**config.mk**
```make
export PLATFORM = sky130hd
export DESIGN_NAME = tlbx_lookup
export DESIGN_NICKNAME = d
export VERILOG_FILES = /design/src/rtl/tlbx_pkg.sv /design/src/rtl/tlbx_way_probe.sv /design/src/rtl/tlbx_hit_merge.sv /design/src/rtl/tlbx_perm_check.sv /design/src/rtl/tlbx_lookup.sv
export SDC_FILE = /design/constraint.sdc
export NUM_CORES = 1
export LEC_CHECK = 0
export ABC_AREA = 0
export BUFFER_PORTS_ARGS = -buffer_cell sky130_fd_sc_hd__buf_4
export CORE_AREA = 2 2 526 528
export DETAILED_ROUTE_END_ITERATION = 7
export DIE_AREA = 0 0 528 530
export GPL_ROUTABILITY_DRIVEN = 0
export PLACE_DENSITY = 0.3
export SYNTH_ARGS = -nofsm -noshare
export SYNTH_HDL_FRONTEND = slang
export SYNTH_SLANG_ARGS = --single-unit
export TNS_END_PERCENT = 100
```
**constraint.sdc**
```tcl
create_clock -name clk -period 12.25 [get_ports clk]
set_input_delay 2.45 -clock clk [delete_from_list [all_inputs] [get_ports clk]]
set_output_delay 2.45 -clock clk [all_outputs]
set_load 0.01 [all_outputs]
```
**src/rtl/tlbx_pkg.sv**
```systemverilog
package tlbx_pkg;

    localparam int VA_W    = 32;
    localparam int ASID_W  = 8;
    localparam int ATTR_W  = 4;
    localparam int RINGS   = 4;
    localparam int RING_W  = 2;
    localparam int RASID_W = RINGS * ASID_W;

    localparam logic [RASID_W-1:0] RASID_RESET = 32'h0403_0201;

    typedef struct packed {
        logic [VA_W-1:0]   tag;
        logic [VA_W-1:0]   pbase;
        logic [ASID_W-1:0] asid;
        logic [ATTR_W-1:0] attr;
    } tlb_entry_t;

    localparam int ENTRY_W = $bits(tlb_entry_t);

    typedef enum logic [1:0] {
        ACC_LOAD  = 2'd0,
        ACC_STORE = 2'd1,
        ACC_FETCH = 2'd2,
        ACC_RSVD  = 2'd3
    } acc_kind_e;

    typedef enum logic [3:0] {
        CAUSE_NONE        = 4'd0,
        CAUSE_FETCH_MISS  = 4'd1,
        CAUSE_FETCH_MULTI = 4'd2,
        CAUSE_FETCH_PRIV  = 4'd3,
        CAUSE_FETCH_DENY  = 4'd4,
        CAUSE_DATA_MISS   = 4'd5,
        CAUSE_DATA_MULTI  = 4'd6,
        CAUSE_DATA_PRIV   = 4'd7,
        CAUSE_LOAD_DENY   = 4'd8,
        CAUSE_STORE_DENY  = 4'd9
    } cause_e;

    typedef enum logic [2:0] {
        CM_NONE    = 3'd0,
        CM_BYPASS  = 3'd1,
        CM_WBACK   = 3'd2,
        CM_WTHRU   = 3'd3,
        CM_ISOLATE = 3'd4
    } cache_mode_e;

    typedef struct packed {
        logic x;
        logic w;
        logic r;
    } perm_t;

    typedef struct packed {
        perm_t       perm;
        cache_mode_e cm;
    } attr_dec_t;

    // Mask of the page offset bits for a page of 'bits' offset bits.
    function automatic logic [VA_W-1:0] low_mask(input int bits);
        logic [VA_W-1:0] m;
        m = '0;
        for (int i = 0; i < VA_W; i++) begin
            if (i < bits) m[i] = 1'b1;
        end
        return m;
    endfunction

    // Raw attribute decode, before the lookup kind strips permissions.
    function automatic attr_dec_t decode_attr(input logic [ATTR_W-1:0] a);
        attr_dec_t d;
        d.perm = '0;
        d.cm   = CM_NONE;
        if (a < 4'd12) begin
            d.perm.r = 1'b1;
            d.perm.x = a[0];
            d.perm.w = a[1];
            case (a[3:2])
                2'd0:    d.cm = CM_BYPASS;
                2'd1:    d.cm = CM_WBACK;
                default: d.cm = CM_WTHRU;
            endcase
        end else if (a == 4'd13) begin
            d.perm.r = 1'b1;
            d.perm.w = 1'b1;
            d.cm     = CM_ISOLATE;
        end
        return d;
    endfunction

endpackage

```
**src/rtl/tlbx_way_probe.sv**
```systemverilog
module tlbx_way_probe
    import tlbx_pkg::*;
#(
    parameter int ENTRIES   = 4,
    parameter int PAGE_BITS = 12
) (
    input  logic [VA_W-1:0]            vaddr,
    input  logic [ENTRIES*ENTRY_W-1:0] way_entries,
    input  logic [RASID_W-1:0]         rasid,
    output logic                       hit,
    output logic [RING_W-1:0]          ring,
    output tlb_entry_t                 cand
);

    localparam int IDX_W = (ENTRIES > 1) ? $clog2(ENTRIES) : 1;
    localparam logic [VA_W-1:0] OFFS_MASK = low_mask(PAGE_BITS);

    logic [IDX_W-1:0] idx;
    logic             tag_ok;
    logic             ring_found;

    generate
        if (ENTRIES > 1) begin : g_idx
            assign idx = vaddr[PAGE_BITS +: IDX_W];
        end else begin : g_single
            assign idx = '0;
        end
    endgenerate

    assign cand   = tlb_entry_t'(way_entries[idx*ENTRY_W +: ENTRY_W]);
    assign tag_ok = ((cand.tag ^ vaddr) & ~OFFS_MASK) == '0;

    // Lowest matching byte position wins, so scan from the top down.
    always_comb begin
        ring_found = 1'b0;
        ring       = '0;
        for (int r = RINGS - 1; r >= 0; r--) begin
            if (rasid[r*ASID_W +: ASID_W] == cand.asid) begin
                ring_found = 1'b1;
                ring       = RING_W'(r);
            end
        end
    end

    assign hit = tag_ok && (cand.asid != '0) && ring_found;

endmodule

```
**src/rtl/tlbx_hit_merge.sv**
```systemverilog
module tlbx_hit_merge
    import tlbx_pkg::*;
#(
    parameter int NUM_WAYS  = 4,
    parameter int PAGE_MIN  = 12,
    parameter int PAGE_STEP = 2,
    localparam int WAY_W    = (NUM_WAYS > 1) ? $clog2(NUM_WAYS) : 1
) (
    input  logic [NUM_WAYS-1:0]        hit_vec,
    input  logic [NUM_WAYS*RING_W-1:0] way_ring,
    input  tlb_entry_t                 way_cand [NUM_WAYS],
    output logic                       any_hit,
    output logic                       multi_hit,
    output logic [WAY_W-1:0]           sel_way,
    output logic [RING_W-1:0]          sel_ring,
    output tlb_entry_t                 sel_entry,
    output logic [VA_W-1:0]            sel_offs_mask
);

    always_comb begin
        sel_way   = '0;
        sel_ring  = '0;
        sel_entry = '0;
        for (int w = NUM_WAYS - 1; w >= 0; w--) begin
            if (hit_vec[w]) begin
                sel_way   = WAY_W'(w);
                sel_ring  = way_ring[w*RING_W +: RING_W];
                sel_entry = way_cand[w];
            end
        end
    end

    assign any_hit       = |hit_vec;
    assign multi_hit     = $countones(hit_vec) > 1;
    assign sel_offs_mask = low_mask(PAGE_MIN + int'(sel_way) * PAGE_STEP);

endmodule

```
**src/rtl/tlbx_perm_check.sv**
```systemverilog
module tlbx_perm_check
    import tlbx_pkg::*;
(
    input  logic              any_hit,
    input  logic              multi_hit,
    input  acc_kind_e         kind,
    input  logic [RING_W-1:0] priv,
    input  logic [RING_W-1:0] ring,
    input  tlb_entry_t        entry,
    input  logic [VA_W-1:0]   vaddr,
    input  logic [VA_W-1:0]   offs_mask,
    output logic              ok,
    output cause_e            cause,
    output logic [VA_W-1:0]   paddr,
    output perm_t             perm,
    output cache_mode_e       cache
);

    attr_dec_t dec;
    perm_t     eff;
    logic      is_fetch;
    logic      granted;

    assign is_fetch = (kind == ACC_FETCH);
    assign dec      = decode_attr(entry.attr);

    always_comb begin
        eff = dec.perm;
        if (is_fetch) begin
            eff.r = 1'b0;
            eff.w = 1'b0;
        end else begin
            eff.x = 1'b0;
        end
    end

    always_comb begin
        case (kind)
            ACC_LOAD:  granted = eff.r;
            ACC_STORE: granted = eff.w;
            ACC_FETCH: granted = eff.x;
            default:   granted = 1'b0;
        endcase
    end

    always_comb begin
        cause = CAUSE_NONE;
        if (multi_hit) begin
            cause = is_fetch ? CAUSE_FETCH_MULTI : CAUSE_DATA_MULTI;
        end else if (!any_hit) begin
            cause = is_fetch ? CAUSE_FETCH_MISS : CAUSE_DATA_MISS;
        end else if (ring < priv) begin
            cause = is_fetch ? CAUSE_FETCH_PRIV : CAUSE_DATA_PRIV;
        end else if (!granted) begin
            case (kind)
                ACC_FETCH: cause = CAUSE_FETCH_DENY;
                ACC_STORE: cause = CAUSE_STORE_DENY;
                default:   cause = CAUSE_LOAD_DENY;
            endcase
        end
    end

    assign ok    = (cause == CAUSE_NONE);
    assign paddr = ok ? (entry.pbase | (vaddr & offs_mask)) : '0;
    assign perm  = ok ? eff : '0;
    assign cache = ok ? dec.cm : CM_NONE;

endmodule

```
**src/rtl/tlbx_lookup.sv**
```systemverilog
module tlbx_lookup
    import tlbx_pkg::*;
#(
    parameter int NUM_WAYS  = 4,
    parameter int ENTRIES   = 4,
    parameter int PAGE_MIN  = 12,
    parameter int PAGE_STEP = 2,
    localparam int WAY_W    = (NUM_WAYS > 1) ? $clog2(NUM_WAYS) : 1,
    localparam int WAY_BITS = ENTRIES * ENTRY_W,
    localparam int TBL_W    = NUM_WAYS * WAY_BITS
) (
    input  logic             clk,
    input  logic             rst,
    input  logic             rasid_we,
    input  logic [31:0]      rasid_wdata,
    input  logic             req_valid,
    input  logic [1:0]       req_kind,
    input  logic [1:0]       req_priv,
    input  logic [31:0]      req_vaddr,
    input  logic [TBL_W-1:0] tlb_entries,
    output logic             rsp_valid,
    output logic             rsp_ok,
    output logic [3:0]       rsp_cause,
    output logic [31:0]      rsp_paddr,
    output logic [2:0]       rsp_perm,
    output logic [2:0]       rsp_cache,
    output logic [WAY_W-1:0] rsp_way,
    output logic [1:0]       rsp_ring
);

    logic [RASID_W-1:0]         rasid_q;
    logic [NUM_WAYS-1:0]        hit_vec;
    logic [NUM_WAYS*RING_W-1:0] way_ring;
    tlb_entry_t                 way_cand [NUM_WAYS];

    logic              any_hit;
    logic              multi_hit;
    logic [WAY_W-1:0]  sel_way;
    logic [RING_W-1:0] sel_ring;
    tlb_entry_t        sel_entry;
    logic [VA_W-1:0]   sel_offs_mask;

    logic              chk_ok;
    cause_e            chk_cause;
    logic [VA_W-1:0]   chk_paddr;
    perm_t             chk_perm;
    cache_mode_e       chk_cache;

    always_ff @(posedge clk) begin
        if (rst) begin
            rasid_q <= RASID_RESET;
        end else if (rasid_we) begin
            rasid_q <= rasid_wdata;
        end
    end

    generate
        for (genvar w = 0; w < NUM_WAYS; w++) begin : g_way
            tlbx_way_probe #(
                .ENTRIES  (ENTRIES),
                .PAGE_BITS(PAGE_MIN + w * PAGE_STEP)
            ) u_probe (
                .vaddr      (req_vaddr),
                .way_entries(tlb_entries[w*WAY_BITS +: WAY_BITS]),
                .rasid      (rasid_q),
                .hit        (hit_vec[w]),
                .ring       (way_ring[w*RING_W +: RING_W]),
                .cand       (way_cand[w])
            );
        end
    endgenerate

    tlbx_hit_merge #(
        .NUM_WAYS (NUM_WAYS),
        .PAGE_MIN (PAGE_MIN),
        .PAGE_STEP(PAGE_STEP)
    ) u_merge (
        .hit_vec      (hit_vec),
        .way_ring     (way_ring),
        .way_cand     (way_cand),
        .any_hit      (any_hit),
        .multi_hit    (multi_hit),
        .sel_way      (sel_way),
        .sel_ring     (sel_ring),
        .sel_entry    (sel_entry),
        .sel_offs_mask(sel_offs_mask)
    );

    tlbx_perm_check u_perm (
        .any_hit  (any_hit),
        .multi_hit(multi_hit),
        .kind     (acc_kind_e'(req_kind)),
        .priv     (req_priv),
        .ring     (sel_ring),
        .entry    (sel_entry),
        .vaddr    (req_vaddr),
        .offs_mask(sel_offs_mask),
        .ok       (chk_ok),
        .cause    (chk_cause),
        .paddr    (chk_paddr),
        .perm     (chk_perm),
        .cache    (chk_cache)
    );

    always_ff @(posedge clk) begin
        if (rst) begin
            rsp_valid <= 1'b0;
            rsp_ok    <= 1'b0;
            rsp_cause <= '0;
            rsp_paddr <= '0;
            rsp_perm  <= '0;
            rsp_cache <= '0;
            rsp_way   <= '0;
            rsp_ring  <= '0;
        end else begin
            rsp_valid <= req_valid;
            if (req_valid) begin
                rsp_ok    <= chk_ok;
                rsp_cause <= chk_cause;
                rsp_paddr <= chk_paddr;
                rsp_perm  <= chk_perm;
                rsp_cache <= chk_cache;
                rsp_way   <= chk_ok ? sel_way : '0;
                rsp_ring  <= chk_ok ? sel_ring : '0;
            end
        end
    end

endmodule

```
==> flow_summary.html <==
<table>
<tr><th>Metric</th><th>Value</th></tr>
<tr><th colspan="2">Global route</th></tr>
<tr><td>Remaining Overflow, GRT</td><td>0</td></tr>
<tr><td>Initial antenna violation count</td><td>about 190</td></tr>
<tr><td>Global router's overall resource usage</td><td>12.8%</td></tr>
<tr><td>Wire length of the first global-routing pass</td><td>223,000 µm</td></tr>
<tr><td>Maximum number of pins on one net before global-route repair</td><td>43</td></tr>
<tr><td>Vias in the first global route</td><td>17,600</td></tr>
<tr><th colspan="2">Route</th></tr>
<tr><td>Detailed-route DRC error count</td><td>0</td></tr>
<tr><td>Wirelength, routed</td><td>~190,000 µm</td></tr>
<tr><td>Vias after detailed routing</td><td>17,200</td></tr>
<tr><td>Residual antenna-violating net count after detailed routing</td><td>0</td></tr>
<tr><td>Routed length per instance</td><td>31.3 µm</td></tr>
<tr><td>Via-per-instance ratio</td><td>2.88</td></tr>
<tr><td>First-pass iteration count of the detailed router</td><td>5</td></tr>
<tr><td>Starting DRT DRC Count</td><td>a little under 1,000</td></tr>
<tr><th colspan="2">CTS</th></tr>
<tr><td>Number of hold buffers added after CTS</td><td>0</td></tr>
<tr><td>Cell chosen for the clock root</td><td>clkbuf_16</td></tr>
<tr><td>CTS buffer count</td><td>9</td></tr>
<tr><td>Clk sinks</td><td>80</td></tr>
<tr><td>Setup fix buffers added after clock tree synthesis</td><td>0</td></tr>
<tr><td>Clock buffer depth</td><td>2</td></tr>
<tr><td>Clock-pin slew reported for the worst setup and hold paths after clock tree synthesis</td><td>110 ps</td></tr>
<tr><td>Clock tree from TritonCTS</td><td>built</td></tr>
<tr><td>Source-to-sink clock delay at the later pin of the worst-skew pair</td><td>440 ps</td></tr>
<tr><td>Post-cts repair resize count</td><td>0</td></tr>
<tr><td>H-tree depth</td><td>3</td></tr>
<tr><th colspan="2">Synthesis</th></tr>
<tr><td>Sequential cell area fraction in the yosys report</td><td>about an eighth</td></tr>
<tr><td>Number of synthesized register bits</td><td>80</td></tr>
<tr><td>Post-synth top flop</td><td>dfxtp_1</td></tr>
<tr><td>Number of standard cells after synthesis</td><td>1,291</td></tr>
<tr><td>Async set-or-reset flop fraction in the synthesized netlist</td><td>0%</td></tr>
<tr><td>Net count of the mapped netlist</td><td>between 2,000 and 3,000</td></tr>
<tr><td>Count of flip-flops with a built-in enable after synthesis</td><td>0</td></tr>
<tr><td>Distinct cell type count of the synthesized netlist</td><td>69</td></tr>
<tr><td>Mean Syn Cell Area</td><td>a little over 10 µm²</td></tr>
<tr><td>Synthesis warning total</td><td>0</td></tr>
<tr><td>Cell area after synthesis</td><td>around 13,000 µm²</td></tr>
<tr><th colspan="2">Outcome</th></tr>
<tr><td>Result of the run</td><td>completed</td></tr>
<tr><th colspan="2">Power</th></tr>
<tr><td>Worst-case vdd ir drop</td><td>76.0 µV</td></tr>
<tr><td>Total leakage power</td><td>0.00933 µW</td></tr>
<tr><td>Pwr dens</td><td>56.3 nW/µm²</td></tr>
<tr><th colspan="2">Min path</th></tr>
<tr><td>Type of the most critical hold path</td><td>flip-flop to flip-flop</td></tr>
<tr><th colspan="2">STA</th></tr>
<tr><td>Minimum clock period</td><td>8780 ps</td></tr>
<tr><td>Final setup violation count</td><td>0</td></tr>
<tr><td>Final Cycle Share</td><td>71.7%</td></tr>
<tr><td>Unrepaired setup endpoints after global routing</td><td>no</td></tr>
<tr><td>Worst Max-Slew Pin Slew</td><td>1230 ps</td></tr>
<tr><td>Highest Clock Rate</td><td>114 MHz</td></tr>
<tr><td>Number of hold violations in the final report</td><td>0</td></tr>
<tr><td>Total count of max-transition violations in the final report</td><td>0</td></tr>
<tr><td>Setup TNS</td><td>0 ps</td></tr>
<tr><td>Rel. slew slack</td><td>17.4%</td></tr>
<tr><td>Final worst clock skew</td><td>37.6 ps</td></tr>
<tr><td>Setup slack of the critical path after layout</td><td>roughly 3500 ps</td></tr>
<tr><th colspan="2">Critical path</th></tr>
<tr><td>Required time at the worst-slack endpoint</td><td>12,600 ps</td></tr>
<tr><td>Maximum net fanout on the critical path</td><td>36</td></tr>
<tr><td>Arrival time at the worst endpoint</td><td>9130 ps</td></tr>
<tr><td>Category of the worst setup path capture point</td><td>flip-flop</td></tr>
<tr><td>Nature of the critical path startpoint</td><td>primary input</td></tr>
<tr><td>Critical Setup Path Class</td><td>primary input to flip-flop</td></tr>
<tr><th colspan="2">Floorplan</th></tr>
<tr><td>Vert. Die Dim</td><td>530 µm</td></tr>
<tr><td>X dimension of the die</td><td>528 µm</td></tr>
<tr><td>Std cell rows</td><td>roughly 190</td></tr>
<tr><td>Die Outline Area</td><td>around 280,000 µm²</td></tr>
<tr><td>Initial Utilization</td><td>4.73%</td></tr>
<tr><td>I/O pin count</td><td>about 1,300</td></tr>
<tr><td>Placeable core region</td><td>around 270,000 µm²</td></tr>
<tr><th colspan="2">Cells and area</th></tr>
<tr><td>Fraction of final layout cells sized beyond drive strength 1</td><td>61.2%</td></tr>
<tr><td>Area growth syn-to-layout</td><td>100%</td></tr>
<tr><td>Most frequent cells in the layout</td><td>1,125 x buf_4, 233 x mux4_2, 180 x xnor2_1</td></tr>
<tr><td>Most common library cell in the layout ignoring fill and taps</td><td>buf_4</td></tr>
<tr><td>Count of nets after finishing</td><td>3,586</td></tr>
<tr><th colspan="2">Placement</th></tr>
<tr><td>Worst setup slack before clock tree synthesis</td><td>3050 ps</td></tr>
<tr><td>Detail Placement HPWL</td><td>approximately 170,000 µm</td></tr>
<tr><td>Port buffer count</td><td>1,095</td></tr>
<tr><th colspan="2">Flow run</th></tr>
<tr><td>Count of maximum capacitance violations</td><td>0</td></tr>
</table>
[Yosys cell counts, types with 5 or more instances]
library cell  count  area share, %
mux4_2          233             40
xnor2_1         180             12
nor2_1          106            3.1
clkbuf_1        100            2.9
nand2_1          85            2.5
dfxtp_1          80             12
nand4_1          55            2.6
a21oi_1          44            1.7
o21ai_0          38            1.5
mux2i_1          37            2.8
nor4_1           35            1.7
a211oi_1         31            1.8
nor3_1           28            1.1
buf_2            22           0.85
a221oi_1         18            1.2
buf_1            13           0.38
nor3b_1          13           0.75
inv_1            12           0.35
nand3_1          11           0.42
o21ai_1          11           0.42
xor2_1           10           0.67
ha_1              9           0.87
and2_1            7           0.34
nor4b_1           7           0.47
a211o_1           6           0.40
nor2b_1           6           0.29
o31ai_1           6           0.35
and3_1            5           0.24
and4_1            5           0.34
or2_2             5           0.24
[final cells by class]
type                       count  area (µm²)
fill                       32100      249000
multi-input combinational   1054       10800
timing repair buffer        1131        8520
tap                         3607        4510
sequential                    80        1600
clock buffer                   9         225
antenna                       72         180
clock inverter                 7         126
inverter                      12        46.3
[cells by family after synthesis]
kind of cell	after synthesis	synth area share (%)
xor+xnor	190	12.8
flops	80	12.3
fa+ha+maj	10	1.02
compound gates	198	10.3
buf+inv	157	5.11
mux	273	43.5
simple gates	383	15.0
[where the power goes]
| part | leakage [µW] | total, µW | internal, µW | switching (µW) |
|---|---|---|---|---|
| logic | 0.00850 | 789 | 424 | 365 |
| clock network | 0.000174 | 382 | 203 | 179 |
| registers | 0.000652 | 292 | 267 | 24.4 |
| total | 0.00933 | 1460 | 895 | 569 |
[stage by stage]
stage	hold WS, ps	power (µW)	utilization (%)	cells	cell area, µm²
after floorplan	463	608	-	1291	13000
after global placement	437	1100	9.27	5884	25500
after detailed placement	437	1110	9.27	5884	25500
after CTS	451	1510	9.39	5900	25800
after global routing	468	1540	9.43	5936	25900
final	449	1460	9.46	5972	26000
[state kept, by name, summed over array words and instances, names as in the netlist]
| register | count |
|---|---|
| rsp_valid | 1 |
| rsp_ok | 1 |
| rsp_ring | 2 |
| rsp_paddr | 32 |
| rsp_way | 2 |
| rasid_q | 32 |
| rsp_perm | 3 |
| rsp_cause | 4 |
| rsp_cache | 3 |
[path summary, 6_finish.rpt]
kind,from,endpoint,slack (ps),cells past startpoint
worst max-delay path,req_vaddr[18],rsp_way[0],3470,19
worst min-delay path,rsp_ok,rsp_ok,450,2
worst max register to register,rasid_q[17],rsp_way[0],7060,17
worst min register to register,rsp_ok,rsp_ok,450,2
[critical path, cell delays in order]
cell and delay, ps:
buf_6 340, mux4_2 570, xnor2_1 160, nand2_1 220, nor3_1 1030, nand3_1 680, or2_2 500, buf_4 240
nand2b_1 220, o21ai_0 200, mux2i_1 200, or2_2 330, nand2_1 80, ha_1 310, inv_1 150, nor4b_1 610
o21ai_4 60, buf_4 330, o31ai_1 290
[per-layer routing]
layer  part of all wire (%)  wire length, µm  track usage (%)  vias to the layer above
met5                   0.35              654                0                        -
met2                     47            88100             21.2                     1127
met1                     37            69300             13.9                     8437
met4                    4.5             8350             5.93                      106
met3                     11            20600             6.00                      296
li1                       -                -                -                     7209
No activity file was read; power rests on OpenSTA's default activity.
